--- config.mk ---
export PLATFORM = sky130hd
export DESIGN_NAME = disp_run_irq
export DESIGN_NICKNAME = d
export VERILOG_FILES = /design/src/rtl/disp_run_irq.sv
export SDC_FILE = /design/constraint.sdc
export NUM_CORES = 1
export LEC_CHECK = 0
export BUFFER_PORTS_ARGS = -buffer_cell sky130_fd_sc_hd__buf_4
export CAP_MARGIN = 15
export CELL_PAD_IN_SITES_DETAIL_PLACEMENT = 0
export CELL_PAD_IN_SITES_GLOBAL_PLACEMENT = 2
export CORE_AREA = 2 2 39 41
export DETAILED_ROUTE_END_ITERATION = 10
export DIE_AREA = 0 0 41 43
export PLACE_DENSITY = 0.58
export SLEW_MARGIN = 20
export SYNTH_ARGS = -nofsm -noshare
export SYNTH_HDL_FRONTEND = slang
export SYNTH_SLANG_ARGS = --single-unit
--- constraint.sdc ---
create_clock -name clk -period 1.2 [get_ports clk]
set_input_delay 0.06 -clock clk [delete_from_list [all_inputs] [get_ports clk]]
set_output_delay 0.06 -clock clk [all_outputs]
set_load 0.02 [all_outputs]
--- src/rtl/disp_run_irq.sv ---
module disp_run_irq (
  input  logic clk,
  input  logic rst_n,
  input  logic en_i,
  input  logic gdis_req_i,
  input  logic sof_pulse_i,
  input  logic eof_pulse_i,
  input  logic sof_mask_i,
  input  logic dd_mask_i,
  input  logic sof_w1c_i,
  input  logic dd_w1c_i,
  output logic active_o,
  output logic sof_stat_o,
  output logic dd_stat_o,
  output logic irq_o
);

  typedef enum logic [1:0] {ST_IDLE, ST_RUN, ST_DRAIN} run_t;

  run_t state_q, state_d;
  logic dd_evt;
  logic sof_q, dd_q, irq_q;

  always_comb begin
    state_d = state_q;
    dd_evt  = 1'b0;
    case (state_q)
      ST_IDLE:  if (en_i && !gdis_req_i) state_d = ST_RUN;
      ST_RUN:   if (!en_i) state_d = ST_IDLE;
                else if (gdis_req_i) state_d = ST_DRAIN;
      ST_DRAIN: if (!en_i) state_d = ST_IDLE;
                else if (eof_pulse_i) begin
                  state_d = ST_IDLE;
                  dd_evt  = 1'b1;
                end
      default:  state_d = ST_IDLE;
    endcase
  end

  assign active_o = (state_q != ST_IDLE);

  always_ff @(posedge clk or negedge rst_n) begin
    if (!rst_n) begin
      state_q <= ST_IDLE;
      sof_q   <= 1'b0;
      dd_q    <= 1'b0;
      irq_q   <= 1'b0;
    end else begin
      state_q <= state_d;
      sof_q   <= (sof_pulse_i && active_o) || (sof_q && !sof_w1c_i);
      dd_q    <= dd_evt || (dd_q && !dd_w1c_i);
      irq_q   <= (sof_q && !sof_mask_i) || (dd_q && !dd_mask_i);
    end
  end

  assign sof_stat_o = sof_q;
  assign dd_stat_o  = dd_q;
  assign irq_o      = irq_q;

  AST_ALL_MASKED_QUIET: assert property (@(posedge clk) disable iff (!rst_n)
    (sof_mask_i && dd_mask_i) |=> !irq_o);
  AST_MASK_KEEPS_SOF: assert property (@(posedge clk) disable iff (!rst_n)
    (!sof_pulse_i && !sof_w1c_i) |=> $stable(sof_stat_o));
  AST_DD_NEEDS_EOF: assert property (@(posedge clk) disable iff (!rst_n)
    $rose(dd_stat_o) |-> ($past(eof_pulse_i) && $past(en_i) && !active_o));
  AST_QUICK_NO_DD: assert property (@(posedge clk) disable iff (!rst_n)
    (active_o && !en_i) |=> (!active_o && !$rose(dd_stat_o)));
  AST_SET_BEATS_CLEAR: assert property (@(posedge clk) disable iff (!rst_n)
    (sof_pulse_i && active_o) |=> sof_stat_o);
  AST_IDLE_REQ_INERT: assert property (@(posedge clk) disable iff (!rst_n)
    (!active_o && gdis_req_i) |=> (!active_o && !$rose(dd_stat_o)));
  AST_DD_IRQ_GATED: assert property (@(posedge clk) disable iff (!rst_n)
    (dd_stat_o && !dd_mask_i) |=> irq_o);

endmodule

Word-level counts from Yosys, hierarchy flattened
Cells that the tools add are included.
{"block": "classes", "n_eq_ne": 5, "muxes": 9, "reduce_logical": 17}
{"op": "$mux 2", "count": 5}
{"op": "$logic_and 1x1->1", "count": 6}
{"op": "$ne 3x3->1 const B", "count": 2}
{"op": "$pmux 2 s3", "count": 1}
{"op": "$logic_not 1->1", "count": 5}
{"op": "$logic_or 1x1->1", "count": 3}
{"op": "$mux 1", "count": 3}
{"op": "$reduce_and 3->1", "count": 1}
{"op": "$eq 2x1->1 const B", "count": 1}
{"op": "$eq 2x2->1 const B", "count": 1}
{"op": "$logic_not 2->1", "count": 1}
{"op": "$ne 2x2->1 const B", "count": 1}
{"op": "$reduce_bool 2->1", "count": 1}
{"block": "word_totals", "ff_bits": 5, "output_inout_bits": 4, "word_cells": 35}

Logic depth before layout (Yosys ltp)
{"block": "logic_depth", "depth_word": 4, "mapped_depth": 2, "ltp_nobuf": 2}

Worst setup path after synthesis
Ideal clock, no wire load.
{"block": "synth_timing", "kind": "register to register", "startpoint": "register state_q[0]", "endpoint": "register sof_q, in the netlist sof_stat_o", "setup_ns": 0.118, "arrival_ns": 0.761, "slack_ns": 0.320, "stages_incl_launch_ff": 3, "period_less_slack_ns": 0.880, "cell_sequence": "dfrtp_1 > or2_4 > o2bb2ai_2"}
{"block": "synth_via", "elab_chain_len": 3}
{"element": "start, declared", "line": "20", "rtl": "run_t state_q, state_d;"}
{"element": "start signal, assigned", "line": "49", "rtl": "state_q <= state_d;"}
{"element": "$reduce_bool 2->1", "line": "40", "rtl": "assign active_o = (state_q != ST_IDLE);"}
{"element": "named net active_o", "line": "12", "rtl": "output logic active_o,"}
{"element": "$logic_and 1x1->1", "line": "50", "rtl": "sof_q <= (sof_pulse_i && active_o) || (sof_q && !sof_w1c_i);"}
{"element": "$logic_or 1x1->1", "line": "50"}
{"element": "end signal, assigned", "line": "50"}
{"element": "end, declared", "line": "22", "rtl": "logic sof_q, dd_q, irq_q;"}
The timed path passes the listed nets, and every way through them passes these cells.
A chain may end at the register's enable or synchronous reset.

Final worst setup path
{"block": "layout_timing", "startpoint": "register state_q[0]", "endpoint": "output active_o"}
{"block": "layout_via", "elab_chain_len": 1}
{"element": "$reduce_bool 2->1", "line": "40"}
{"element": "end, declared", "line": "12"}
No other way between the ends.

==> results.md <==
- Vias per inst: 3.80
- Layout Cell Area excl Fill: 390 µm²
- Synth area leaders: dfrtp_1, o2bb2ai_2, nand2b_1
- Final hold vios: 0
- Fin crit share: 0.908
- Flop pwr share: 0.402
- IO buf count: 13
- Nets: 49
- RSZ-0062 raised after global routing: false
- Most frequent cells in the layout: buf_4, dfrtp_1, dlygate4sd3_1
- Highest routed layer: met3
- Worst Path Required: 1140 ps
- # diodes: 0
- Antenna Nets Post-Route: 0
- Max Fclk: 917 MHz
- First-pass GRT wire length: 759 µm
- Yosys reg bits: 5
- Cell taking the most area after synthesis: dfrtp_1
- Tmin final: 1090 ps
- Netlist cell types: 10
- Power per standard cell area: 1180 nW/µm²
- Clock Tree Root: clkbuf_4
- Initial antenna violation count: 0
- Layout cells sized above 1: 0.474
- Hold Path Stages: 2
- GP Congestion: 0.589
- CTS buffer count: 3
- Iteration-0 DRC Markers: 12
- Maximum VDD drop: 0.324 mV
- Number of H-tree levels: 1
- Latest clock arrival within the worst-skew pair: 230 ps
- Setup Skew: 0.767 ps
- Pin count of the biggest net entering global routing: 6
- CP endpoint kind: output pin
- R2R cell count: 2
- Register area: 125 µm²
- Post-synth top area share: 0.606
- Met1 WL: 212 µm
- DP Area: 324 µm²
- Avg Inst Size Synth: 12.1 µm²
- Met2 wire len: 228 µm
- Clock Sink Count: 5
- Cells after Synth: 17
- Vias: 205
- Max cap viols: 0
- Int Power: 0.000356 W
- Bufs on Longest Clock Path: 2
- Status: complete, no violations
- DR WL met3: 95 µm
- Vias in the first global route: 211
- Die width: 41 µm
- Core ar.: 1380 µm²
- WP data arrival: 1030 ps
- Net Switching: 0.000103 W
- Logic gate share of total power: 0.191
- Setup_tns: 0 ps
- Initial Util: 0.149
- Die height: 43 µm
- Commonest non-fill, non-tap cell in the layout: buf_4
- CTS tree: built
- Mapped Nets: 27
- Part of the power in the clock network: 0.407
- CP max FO: 3
- Hold WC Path Type: primary input to flip-flop
- DRT Pass-1 Iters: 4
- Worst setup SP type: flip-flop
- Sw frac: 0.225
- Reg clk slew, reported paths: 40 ps
- Row cnt: 14
- DP HPWL: 438 µm
- WL per Instance: 9.91 µm
- Synthesis warning total: 0
- Die area: 1760 µm²
- Multi-input combinational cell area: 73.8 µm²
- Synth-to-Final Area Change: 89.1%
- # DRC: 0
- Synthesized cell area: 206 µm²
- Critical path class: flip-flop to output pin
- Leak Pwr: 0.186 nW
- Rel. slew slack: 0.877
- Filler cells: 144
- Slew Viols, Final: 0
- Tot GR Track Use: 0.0665
- Final WL: 535 µm
- Final setup vio count: 0
- Worst-Margin Slew: 184 ps
- Total gr overflow: 0
- Sequential fraction of the synthesis area: 0.606
- Num ports: 14
synth_stat cells:
cell type and instances:
or2_4 1, dfrtp_1 5, nand2b_1 2, nand4b_1 1, nor3b_1 1, o22ai_1 2, o21ai_1 1, o2bb2ai_2 1
inv_1 2, nand2_1 1
repair_timing:
item,in CTS,in global routing
hold buffers,4,0
buffers inserted,0,0
gates resized for setup,0,0
endpoints found under the hold margin,8,0
sequential cells by signal (all words and copies together), names as in the netlist:
register	count
dd_stat_o	1
state_q	2
irq_o	1
sof_stat_o	1
worst max-delay path, stage by stage, from the launching register on:
cell and delay, ps:
dfrtp_1 380, or2_4 260, buf_4 160
routing by layer:
layer / global-route usage / vias up
li1: - / 101
met1: 0.0717 / 88
met2: 0.0969 / 16
met3: 0.0366 / 0
met4: 0.0400 / 0
met5: 0 / -
cell families after synthesis:
| logic type | Yosys count | synth area share |
|---|---|---|
| AND/OR/NAND/NOR | 6 | 0.200 |
| flip-flops | 5 | 0.606 |
| AO/OA/AOI/OAI | 4 | 0.158 |
| buffers and inverters | 2 | 0.0364 |
path summary, 6_finish.rpt:
kind / startpoint / to / slack, ps
setup / recovery: state_q[0] / active_o / 110
hold / removal: sof_mask_i / irq_o / 20
setup reg to reg: state_q[0] / sof_stat_o / 330
hold reg to reg: state_q[1] / state_q[0] / 480
max in group asynchronous: rst_n / irq_o / 920
min in group asynchronous: rst_n / sof_stat_o / 170
through the flow:
step	utilization	worst slack (ps)	std cells	hold WS (ps)	power (W)
6_report	0.282	110	54	16.0	0.000459
5_1_grt	0.282	80.2	54	6.07	0.000493
4_1_cts	0.282	98.8	54	8.26	0.000469
3_5_place_dp	0.234	338	46	-132	0.000266
3_3_place_gp	0.234	357	46	-135	0.000264
2_1_floorplan	-	320	17	-236	0.000219
power by group through the flow:
stage | clock network [W] | logic, W | registers (W)
after detailed placement | 0 | 0.0000785 | 0.000187
final | 0.000187 | 0.0000878 | 0.000184
after global routing | 0.000213 | 0.0000949 | 0.000185
after global placement | 0 | 0.0000780 | 0.000186
after floorplan | 0 | 0.0000236 | 0.000195
after CTS | 0.000195 | 0.0000889 | 0.000185
area by class of cell:
class,instances,area share
inverter,2,0.0192
multi-input combinational,10,0.189
tap,16,0.0513
timing repair buffer,17,0.353
sequential,5,0.321
clock buffer,4,0.0673
Power figures use the tool's default switching activity.
